### config.mk
export PLATFORM = sky130hd
export DESIGN_NAME = i2c_cond_hold
export DESIGN_NICKNAME = d
export VERILOG_FILES = /design/src/rtl/i2c_cond_pkg.sv /design/src/rtl/i2c_cond_detect.sv /design/src/rtl/i2c_cond_flags.sv /design/src/rtl/i2c_cond_drive.sv /design/src/rtl/i2c_cond_hold.sv
export SDC_FILE = /design/constraint.sdc
export NUM_CORES = 1
export LEC_CHECK = 0
export ABC_AREA = 1
export BUFFER_PORTS_ARGS = -buffer_cell sky130_fd_sc_hd__buf_2
export CAP_MARGIN = 20
export CORE_AREA = 2 2 39 41
export CTS_BUF_LIST = sky130_fd_sc_hd__clkbuf_16
export DETAILED_ROUTE_END_ITERATION = 6
export DIE_AREA = 0 0 41 43
export GPL_ROUTABILITY_DRIVEN = 0
export HOLD_SLACK_MARGIN = 0.1
export SYNTH_ARGS = -nofsm -noshare
export SYNTH_HDL_FRONTEND = slang
export SYNTH_HIERARCHICAL = 1
export SYNTH_SLANG_ARGS = --single-unit
export TNS_END_PERCENT = 100
### constraint.sdc
create_clock -name clk -period 1.4 [get_ports clk]
set_input_delay 0.28 -clock clk [delete_from_list [all_inputs] [get_ports clk]]
set_output_delay 0.28 -clock clk [all_outputs]
set_load 0.05 [all_outputs]
### src/rtl/i2c_cond_pkg.sv
package i2c_cond_pkg;

    localparam int CLR_W     = 3;
    localparam int CLR_START = 0;
    localparam int CLR_STOP  = 1;
    localparam int CLR_ARB   = 2;

    typedef struct packed {
        logic scl;
        logic sda;
    } line_t;

    typedef struct packed {
        logic start;
        logic stop;
        logic arb;
    } bus_evt_t;

    typedef struct packed {
        logic start;
        logic stop;
        logic arb;
        logic rel;
    } stat_t;

    // Classify one sample pair of the bus lines.
    function automatic bus_evt_t classify(line_t prev, line_t now, logic active,
                                          logic chk, logic tx_bit);
        bus_evt_t e;
        logic     scl_hi;
        scl_hi  = prev.scl & now.scl;
        e.start = active & scl_hi & prev.sda & ~now.sda;
        e.stop  = active & scl_hi & ~prev.sda & now.sda;
        e.arb   = active & chk & tx_bit & now.scl & ~now.sda;
        return e;
    endfunction

endpackage

### src/rtl/i2c_cond_detect.sv
module i2c_cond_detect
    import i2c_cond_pkg::*;
(
    input  logic     clk,
    input  logic     rst,
    input  logic     active,
    input  logic     tx_en,
    input  logic     sda_tx,
    input  logic     scl_in,
    input  logic     sda_in,
    output bus_evt_t evt
);

    line_t prev_q;
    line_t now_s;

    assign now_s = '{scl: scl_in, sda: sda_in};

    // Idle bus is high on both lines, so reset to ones: no false edge.
    always_ff @(posedge clk) begin
        if (rst) prev_q <= '{scl: 1'b1, sda: 1'b1};
        else     prev_q <= now_s;
    end

    assign evt = classify(prev_q, now_s, active, tx_en, sda_tx);

    // START and STOP are mutually exclusive on any sample pair
    assert_start_stop_excl_R3: assert property (@(posedge clk) disable iff (rst)
        !(evt.start && evt.stop));

endmodule

### src/rtl/i2c_cond_flags.sv
module i2c_cond_flags
    import i2c_cond_pkg::*;
#(
    parameter int CNT_W = 5
)(
    input  logic             clk,
    input  logic             rst,
    input  logic             soft_rst,
    input  bus_evt_t         evt,
    input  logic             cnt_load,
    input  logic [CNT_W-1:0] cnt_value,
    input  logic             clr_ctl,
    input  logic             rel_set,
    input  logic [CLR_W-1:0] clr_mask,
    output stat_t            stat
);

    localparam logic [CNT_W-1:0] CNT_ZERO = '0;

    logic  auto_clr;
    stat_t nxt;

    assign auto_clr = cnt_load & (cnt_value != CNT_ZERO) & ~clr_ctl;

    always_comb begin
        nxt = stat;
        if (clr_mask[CLR_START]) nxt.start = 1'b0;
        if (clr_mask[CLR_STOP] || auto_clr) nxt.stop = 1'b0;
        if (clr_mask[CLR_ARB]) nxt.arb = 1'b0;
        if (rel_set) nxt.rel = 1'b1;
        // set events dominate clears
        if (evt.start) begin
            nxt.start = 1'b1;
            nxt.rel   = 1'b0;
        end
        if (evt.stop) nxt.stop = 1'b1;
        if (evt.arb)  nxt.arb  = 1'b1;
        if (soft_rst) nxt = '0;
    end

    always_ff @(posedge clk) begin
        if (rst) stat <= '0;
        else     stat <= nxt;
    end

    assert_start_set_R2: assert property (@(posedge clk) disable iff (rst)
        (evt.start && !soft_rst) |=> stat.start);

    assert_stop_set_R3: assert property (@(posedge clk) disable iff (rst)
        (evt.stop && !soft_rst) |=> stat.stop);

    assert_stop_keep_R4: assert property (@(posedge clk) disable iff (rst)
        (stat.stop && !soft_rst && !clr_mask[CLR_STOP] &&
         (!cnt_load || cnt_value == CNT_ZERO || clr_ctl)) |=> stat.stop);

    assert_rel_start_R6: assert property (@(posedge clk) disable iff (rst)
        evt.start |=> !stat.rel);

    assert_arb_hold_R7: assert property (@(posedge clk) disable iff (rst)
        (stat.arb && !soft_rst && !clr_mask[CLR_ARB]) |=> stat.arb);

    assert_soft_clear_R9: assert property (@(posedge clk) disable iff (rst)
        soft_rst |=> (stat == '0));

endmodule

### src/rtl/i2c_cond_drive.sv
module i2c_cond_drive
    import i2c_cond_pkg::*;
(
    input  logic  clk,
    input  logic  rst,
    input  logic  active,
    input  logic  done_flag,
    input  logic  tx_en,
    input  logic  sda_tx,
    input  logic  start_ie,
    input  stat_t stat,
    output logic  scl_oe,
    output logic  sda_oe,
    output logic  irq
);

    // Pull-low enables only: a released line floats to its pull-up.
    assign scl_oe = active & done_flag & ~stat.rel;
    assign sda_oe = active & tx_en & ~sda_tx & ~stat.arb;
    assign irq    = stat.start & start_ie;

    // Once arbitration is lost, SDA stays released until the bit is cleared
    assert_arb_quiet_R7: assert property (@(posedge clk) disable iff (rst)
        (stat.arb && $stable(stat.arb)) |-> !sda_oe);

endmodule

### src/rtl/i2c_cond_hold.sv
module i2c_cond_hold
    import i2c_cond_pkg::*;
#(
    parameter int CNT_W = 5
)(
    input  logic             clk,
    input  logic             rst,
    input  logic             i2c_en,
    input  logic             soft_rst,
    input  logic             start_ie,
    input  logic             clr_ctl,
    input  logic             tx_en,
    input  logic             sda_tx,
    input  logic             scl_in,
    input  logic             sda_in,
    input  logic             done_flag,
    input  logic             cnt_load,
    input  logic [CNT_W-1:0] cnt_value,
    input  logic             rel_set,
    input  logic [2:0]       flag_clr_mask,
    output logic             scl_oe,
    output logic             sda_oe,
    output logic             start_flag,
    output logic             stop_flag,
    output logic             arb_lost,
    output logic             scl_rel,
    output logic             irq
);

    logic     active;
    bus_evt_t evt;
    stat_t    stat;

    assign active = i2c_en & ~soft_rst;

    i2c_cond_detect u_detect (
        .clk    (clk),
        .rst    (rst),
        .active (active),
        .tx_en  (tx_en),
        .sda_tx (sda_tx),
        .scl_in (scl_in),
        .sda_in (sda_in),
        .evt    (evt)
    );

    i2c_cond_flags #(.CNT_W(CNT_W)) u_flags (
        .clk       (clk),
        .rst       (rst),
        .soft_rst  (soft_rst),
        .evt       (evt),
        .cnt_load  (cnt_load),
        .cnt_value (cnt_value),
        .clr_ctl   (clr_ctl),
        .rel_set   (rel_set),
        .clr_mask  (flag_clr_mask),
        .stat      (stat)
    );

    i2c_cond_drive u_drive (
        .clk       (clk),
        .rst       (rst),
        .active    (active),
        .done_flag (done_flag),
        .tx_en     (tx_en),
        .sda_tx    (sda_tx),
        .start_ie  (start_ie),
        .stat      (stat),
        .scl_oe    (scl_oe),
        .sda_oe    (sda_oe),
        .irq       (irq)
    );

    assign start_flag = stat.start;
    assign stop_flag  = stat.stop;
    assign arb_lost   = stat.arb;
    assign scl_rel    = stat.rel;

    // A disabled block records no START
    assert_idle_no_start_R11: assert property (@(posedge clk) disable iff (rst)
        (!i2c_en && !start_flag && !flag_clr_mask[0]) |=> !start_flag);

endmodule

==> results of run 1 <==
-- through the flow --
stage | worst slack, ns | utilization (%) | std cells
after global routing | 0.1080 | 41.32 | 97
after CTS | 0.1546 | 41.32 | 97
final | 0.1593 | 41.32 | 97
after floorplan | 0.07366 | - | 50
after detailed placement | 0.1585 | 35.90 | 94
after global placement | 0.1625 | 35.90 | 94
-- flip-flops by register name, summed over array words and instances (netlist names) --
register	cells
u_detect/prev_q	2
u_flags/stat	4
-- metal layers --
metal  track usage, %  routed length (microns)  vias up
li1                 -                        -      208
met1            10.39                      301      149
met2            15.94                      360       14
met3            9.424                       87        6
met4            15.33                       41        0
met5                0                        0        -
-- where the power goes --
part           internal (W)   total, W  switching [W]
sequential         0.000177   0.000180     0.00000287
combinational     0.0000365  0.0000790      0.0000425
clock              0.000367   0.000465      0.0000985
-- area by class of cell --
| cell class | count | area [sq um] | area share (%) |
|---|---|---|---|
| clock buffers | 3 | 75.07 | 13.13 |
| inverters | 12 | 45.04 | 7.877 |
| multi-input cells | 32 | 168.9 | 29.54 |
| flip-flops and latches | 6 | 120.1 | 21.01 |
| well taps | 16 | 20.02 | 3.501 |
| repair buffers | 28 | 142.6 | 24.95 |
-- worst max-delay path: cells and delay by family (launching register included) --
| family | cells | cell delay, ns |
|---|---|---|
| buf+inv | 2 | 0.30 |
| flops | 1 | 0.31 |
| simple gates | 2 | 0.12 |
-- cells in the mapped netlist --
cell type,count,share of area (%)
nor2_2,3,5.7
nand2_1,8,9.1
a21oi_2,1,2.7
or2_4,1,2.7
dfxtp_1,6,37
nor2_1,9,10
nor3_2,1,3.0
or2_1,2,3.8
nor2_4,1,3.4
inv_1,12,14
nand3_1,4,6.1
a21oi_1,2,3.0
-- worst paths after layout --
kind,start,to,depth (start not counted)
setup / recovery,u_flags/stat[1],sda_oe,4
hold / removal,rst,u_detect/prev_q[1],2
setup reg to reg,u_detect/prev_q[0],u_flags/stat[3],4
hold reg to reg,u_flags/stat[1],u_flags/stat[1],2
-- cell families after synthesis --
| logic type | count (synthesis) |
|---|---|
| compound gates | 3 |
| buf+inv | 12 |
| simple gates | 29 |
| flops | 6 |
==> flow_summary.json, run 1 <==
{
  "status": "finished clean",
  "drive_gt1_share_pct": 49.38,
  "place_area_sq_um": 496.7,
  "pin_count": 28,
  "gr-total-overflow": 0,
  "r2r_slack_ns": 0.65,
  "rows": 14,
  "slowest_stage": "dfxtp_1",
  "finalMaxSlewViolations": 0,
  "wl_per_cell_microns": 8.144,
  "synth_simple_gate_area_share_pct": 44.11,
  "min_period_over_period_pct": 88.62,
  "post-cts-setup-buffer-count": 0,
  "worstSetupPathType": "flip-flop to output port",
  "cts_tree": "done",
  "hold_viol": 0,
  "synth_compound_area_share_pct": 5.703,
  "core-area_sq_mm": 0.001384,
  "grt_usage_pct": 12.49,
  "wl_microns": 790,
  "setup_tns_ns": 0,
  "max_slew.worst_pin.slew_ns": 0.2521,
  "grt_pass1_wl_microns": 1283,
  "synth_xor_area_share_pct": 0,
  "drt_iter0_markers": 6,
  "avgSynthCellArea_sq_um": 6.581,
  "rsz0062_at_grt": "false",
  "setup_violations": 0,
  "muxShareOfSynthArea_pct": 0,
  "dp_hpwl_microns": 631.4,
  "power_w": 0.0007242,
  "dieArea_sq_mm": 0.001763,
  "mostFrequentLayoutCells": "buf_2 (27), inv_1 (12), nand2_1 (8), nor2_1 (7), dfxtp_1 (6)",
  "synth_area_sq_um": 329.1,
  "yosysSeqAreaShare_pct": 36.50,
  "synth_warnings": 6,
  "cts_hold_buf": 0,
  "fillers": 153,
  "cp.arrival_ns": 0.96,
  "cts_resized": 0,
  "syn-num-nets": 71,
  "crit_path_start_kind": "flip-flop",
  "final.min_clock_period_ns": 1.241,
  "synth_top_family_by_area": "simple AND/OR/NAND/NOR gates",
  "clock_skew_ns": 0.002594,
  "whs_ns": 0.2623,
  "peakVddDrop_mv": 0.7790,
  "htreeDepth": 1,
  "drtAntennaViolNets": 0,
  "n_antenna_cell": 0,
  "grt_pass1_vias": 342,
  "insertion_delay_ns": 0.23,
  "hp-class": "primary input to flip-flop",
  "clock_sinks": 6,
  "cts_buffers": 3,
  "relSlewSlack_pct": 83.31,
  "power_density_mw_per_mm2": 1267,
  "initial_core_util_pct": 23.78,
  "syn-instance-count": 50,
  "cpPeakStageDelay_ns": 0.31,
  "synth-adder-area-share_pct": 0,
  "cts.path.max_buffers": 2,
  "nNetsFinal": 104,
  "viasPerCell": 3.887,
  "ys_types": 12,
  "die_y_microns": 43,
  "drcViolationCount": 0,
  "dieWidth_microns": 41,
  "max_freq_mhz": 806.0,
  "dr.pass1.iters": 4,
  "antenna_found_initial": 0,
  "path_clk_slew_ns": 0.03,
  "grt_max_degree": 5,
  "path_cells": "inv_1 > nand2_1 > nor2_2 > buf_2",
  "worstSetupEndpointType": "output port",
  "ys_ff_latch": 6,
  "critPathRequiredTime_ns": 1.12,
  "final_cell_area_sq_um": 571.8,
  "io_buffer_count": 27,
  "path_max_fanout": 3,
  "drv_cap": 0,
  "vias": 377,
  "mostFrequentLayoutCell": "buf_2",
  "p_leak_nw": 0.3151,
  "cts_root_buf": "clkbuf_16",
  "syn_to_final_growth_pct": 73.76
}
No activity file was read; power rests on OpenSTA's default activity.
==> run 2: changes to the inputs <==
- REMOVE_ABC_BUFFERS: not set -> 1
- clock period: 1.4 -> 1.2 ns (I/O delays scaled with it)
==> run 2 against run 1 <==
Against the previous run: sequential power up 17%; clock power grew 16%; global-route usage decreased by 1.9 points; critical path depth did not move; wire length is 2.7% lower; count of clock-buffer cells in the layout unchanged; largest cell class unchanged; largest power group unchanged; sequential cell count is the same; first-iteration DRC count decreased by 83%.
==> flow_summary.json, run 2 (synthesized netlist as in run 1, its figures left out) <==
{
  "syn_to_final_growth_pct": 76.81,
  "crit_path_start_kind": "flip-flop",
  "cts_buffers": 3,
  "worstSetupEndpointType": "output port",
  "nNetsFinal": 103,
  "insertion_delay_ns": 0.23,
  "cts.path.max_buffers": 2,
  "grt_pass1_wl_microns": 1186,
  "drv_cap": 0,
  "setup_slack_ns": 0.05632,
  "top_regs": "u_flags/stat x4, u_detect/prev_q x2",
  "cp.arrival_ns": 0.90,
  "cp_top_family": "flip-flops",
  "clock_sinks": 6,
  "place_area_sq_um": 484.2,
  "vias": 378,
  "htreeDepth": 1,
  "final.min_clock_period_ns": 1.144,
  "drive_gt1_share_pct": 51.25,
  "wl_microns": 769,
  "drtAntennaViolNets": 0,
  "cts_tree": "done",
  "largest_register_ffs": 4,
  "power_w": 0.0008420,
  "dieWidth_microns": 41,
  "status": "finished clean",
  "slowest_stage": "dfxtp_2",
  "viasPerCell": 3.938,
  "finalMaxSlewViolations": 0,
  "antenna_found_initial": 0,
  "hp-start": "rst",
  "max_slew.worst_pin.slew_ns": 0.2477,
  "rr_worst_depth": 4,
  "pin_count": 28,
  "path_max_fanout": 3,
  "final_cell_area_sq_um": 581.8,
  "rsz0062_at_grt": "true",
  "power_density_mw_per_mm2": 1447,
  "min_period_over_period_pct": 95.31,
  "critPathRequiredTime_ns": 0.96,
  "relSlewSlack_pct": 83.60,
  "worstSetupPathType": "flip-flop to output port",
  "hp-class": "primary input to flip-flop",
  "wl_per_cell_microns": 8.010,
  "mostFrequentLayoutCells": "buf_2 (24), inv_1 (11), nor2_1 (8), nand2_1 (7), dfxtp_1 (5)",
  "grt_pass1_vias": 307,
  "cts_hold_buf": 0,
  "path_clk_slew_ns": 0.03,
  "mostFrequentLayoutCell": "buf_2",
  "grt_max_degree": 6,
  "dr.pass1.iters": 2,
  "dieArea_sq_mm": 0.001763,
  "cts_root_buf": "clkbuf_16",
  "path_buf_inv": 2,
  "drcViolationCount": 0,
  "r2r-start": "u_detect/prev_q[0]",
  "path_cells": "inv_2 > nand2_2 > nor2_2 > buf_6",
  "rows": 14,
  "core-area_sq_mm": 0.001384,
  "largest_register": "u_flags/stat",
  "n_antenna_cell": 0,
  "r2r_slack_ns": 0.44,
  "initial_core_util_pct": 23.78,
  "peakVddDrop_mv": 0.6243,
  "cp.depth": 4,
  "gr-total-overflow": 0,
  "worstReg2RegEnd": "u_flags/stat[3]",
  "die_y_microns": 43,
  "grt_usage_pct": 10.55,
  "hold_depth": 2,
  "p_leak_nw": 0.3125,
  "hold_viol": 0,
  "dp_slack_ns": -0.02590,
  "clock_skew_ns": 0.001234,
  "cpPeakStageDelay_ns": 0.32,
  "drt_iter0_markers": 1,
  "dp_hpwl_microns": 613.5,
  "setup_violations": 0,
  "min_to": "u_detect/prev_q[1]",
  "io_buffer_count": 27,
  "max_freq_mhz": 874.4
}
-- run 2: worst max-delay path by stage --
| stage | slack, ns | end | start |
|---|---|---|---|
| final | 0.06 | sda_oe | u_flags/stat[1] |
| after global routing | 0.003 | sda_oe | u_flags/stat[1] |
| after CTS | 0.02 | sda_oe | soft_rst |
| after detailed placement | -0.03 | sda_oe | soft_rst |
| after global placement | -0.003 | sda_oe | soft_rst |
| after floorplan | -0.30 | sda_oe | u_flags/stat[1] |
-- run 2: where the power goes --
part	internal (W)	switching [W]
sequential	0.000207	0.00000300
combinational	0.0000434	0.0000503
clock	0.000428	0.000111
-- run 2: metrics by stage --
| step | util, % | cells | setup TNS [ns] | hold WS (ns) |
|---|---|---|---|---|
| floorplan | - | 50 | -0.6311 | 0.3371 |
| global placement | 34.99 | 93 | -0.004111 | 0.4496 |
| detailed placement | 34.99 | 93 | -0.04775 | 0.4510 |
| CTS | 40.78 | 96 | 0 | 0.2182 |
| global route | 42.04 | 96 | 0 | 0.2231 |
| finish | 42.04 | 96 | 0 | 0.2220 |
-- run 2: routing by layer --
metal  GRT usage [%]  wire (microns)
met1           10.32             278
met4           8.000              12
met3           4.712              62
met2           16.25             416
met5               0               0
-- run 2: final cells by class --
cell class / instances / area, sq um
Inverter: 12 / 45.04
Clock buffer: 3 / 75.07
Multi-Input combinational cell: 32 / 173.9
Timing Repair Buffer: 27 / 146.4
Sequential cell: 6 / 121.4
Fill cell: 156 / 802.0
Tap cell: 16 / 20.02
-- run 2: timing repair --
item                       4_1_cts  5_1_grt
pin swaps                        0        2
setup endpoints to repair        2        3
buffers inserted                 0        0
resized for setup                2        7
==> run 3: changes to the inputs <==
- clock period: 1.2 -> 1.4 ns (I/O delays scaled with it)
==> run 3 against run 2 <==
Against the previous run: utilization down 1.6 points; first-iteration DRC count grew 100%; worst setup slack better by 0.048 ns; critical path depth rose by 1; total power shrank 15%; non-clock buffer count is the same; critical endpoint unchanged; critical path type is now primary input to output port; sequential cell count stayed put; global-route usage is the same; hold slack gained 0.036 ns; via count is 1.9% lower.
==> flow_summary.json, run 3 (synthesized netlist as in run 1, its figures left out) <==
{
  "status": "finished clean",
  "drv_cap": 0,
  "gr-total-overflow": 0,
  "finalMaxSlewViolations": 0,
  "worstSetupEndpointType": "output port",
  "cp_common_cell": "buf_2",
  "clkPwrFrac_pct": 64.4,
  "dieArea_sq_mm": 0.001763,
  "cpPeakStageDelay_ns": 0.26,
  "drtAntennaViolNets": 0,
  "largest_register": "u_flags/stat",
  "cts_resized": 0,
  "dp_cells": 93,
  "pwr-share-seq_pct": 25.1,
  "fin_util_pct": 40.42,
  "cts_buffers": 3,
  "antenna_found_initial": 0,
  "cp.arrival_ns": 1.02,
  "drt_iter0_markers": 2,
  "vias": 371,
  "setup_violations": 0,
  "syn_to_final_growth_pct": 69.96,
  "dieWidth_microns": 41,
  "crit_path_start_kind": "primary input",
  "min_period_over_period_pct": 92.55,
  "grt_usage_pct": 10.55,
  "nNetsFinal": 103,
  "wl_microns": 732,
  "p_leak_nw": 0.3106,
  "largest_register_ffs": 4,
  "drcViolationCount": 0,
  "critPathRequiredTime_ns": 1.12,
  "htreeDepth": 1,
  "die_y_microns": 43,
  "power.switching_w": 0.0001377,
  "cts.path.max_buffers": 2,
  "relSlewSlack_pct": 83.60,
  "instances_no_fill": 96,
  "core-area_sq_mm": 0.001384,
  "clock_sinks": 6,
  "cts_tree": "done",
  "path_max_fanout": 5,
  "max_slew.worst_pin.slew_ns": 0.2477,
  "sw_frac_of_total_pct": 19.25,
  "final.min_clock_period_ns": 1.296,
  "post-cts-setup-buffer-count": 0,
  "hold_viol": 0,
  "n_antenna_cell": 0,
  "whs_ns": 0.2581,
  "viasPerCell": 3.865,
  "dr.pass1.iters": 2,
  "worstSetupPathType": "primary input to output port",
  "path_cells": "buf_2 > nor2_2 > nand2_1 > nor2_1 > buf_2",
  "mostFrequentLayoutCells": "buf_2 (27), inv_1 (12), nor2_1 (9), nand2_1 (8), dfxtp_1 (6)",
  "grt_pass1_vias": 307,
  "rows": 14,
  "fillers": 156,
  "wl_per_cell_microns": 7.625,
  "pin_count": 28,
  "intPower_w": 0.0005779,
  "power_density_mw_per_mm2": 1280,
  "slowest_stage": "buf_2",
  "power_w": 0.0007156,
  "insertion_delay_ns": 0.23,
  "drive_gt1_share_pct": 46.25,
  "rsz0062_at_grt": "false",
  "max_freq_mhz": 771.8,
  "path_clk_slew_ns": 0.03,
  "dp_hpwl_microns": 613.5,
  "cts_hold_buf": 0,
  "grt_max_degree": 6,
  "clock_skew_ns": 0.001034,
  "peakVddDrop_mv": 0.5316,
  "initial_core_util_pct": 23.78,
  "mostFrequentLayoutCell": "buf_2",
  "hp-class": "primary input to flip-flop",
  "grt_pass1_wl_microns": 1186,
  "top_regs": "u_flags/stat x4, u_detect/prev_q x2",
  "io_buffer_count": 27,
  "combPwrFrac_pct": 10.5,
  "cts_root_buf": "clkbuf_16"
}
## run 3: cell count changes in the layout (fill, tap and decap cells not counted)
cell / change
buf_6: -1
inv_1: +1
nor2_4: -1
nand2_1: +1
dfxtp_2: -1
nor2_1: +1
nand2_2: -1
clkbuf_4: -1
buf_2: +3
inv_2: -1
dfxtp_1: +1
buf_4: -1
## run 3: routing by layer
metal	up-vias	wire length (microns)	global-route usage (%)
met5	-	0	0
met4	0	12	8.000
met3	2	60	4.712
met2	16	381	16.25
met1	146	277	10.32
li1	207	-	-
## run 3: worst max-delay path, delay by kind of cell
family / cells / cell delay (ns)
buf+inv: 2 / 0.37
simple gates: 3 / 0.37
## run 3: cell type report
class	instances	area, sq um	area share, %
multi-input cells	32	163.9	29.31
repair buffers	27	135.1	24.16
flip-flops and latches	6	120.1	21.48
clock buffers	3	75.07	13.42
inverters	12	45.04	8.054
well taps	16	20.02	3.579
## run 3: path summary, 6_finish.rpt
path	start	end	slack, ns	cells after the start
max	soft_rst	sda_oe	0.10	5
min	rst	u_detect/prev_q[1]	0.26	2
max reg2reg	u_detect/prev_q[0]	u_flags/stat[3]	0.63	4
min reg2reg	u_flags/stat[1]	u_flags/stat[1]	0.52	2
## run 3: stage by stage
| stage | setup WS, ns | TNS (ns) | cell area, sq um |
|---|---|---|---|
| after floorplan | -0.1438 | -0.2248 | 329.1 |
| after global placement | 0.1167 | 0 | 484.2 |
| after detailed placement | 0.09410 | 0 | 484.2 |
| after CTS | 0.09204 | 0 | 559.3 |
| after global routing | 0.01865 | 0 | 559.3 |
| final | 0.1043 | 0 | 559.3 |
## run 3: power by group through the flow
stage	registers, W	logic, W	clock network, W
2_1_floorplan	0.000188	0.0000321	0
3_3_place_gp	0.000182	0.0000756	0
3_5_place_dp	0.000182	0.0000762	0
4_1_cts	0.000180	0.0000764	0.000470
5_1_grt	0.000180	0.0000855	0.000486
6_report	0.000180	0.0000751	0.000461
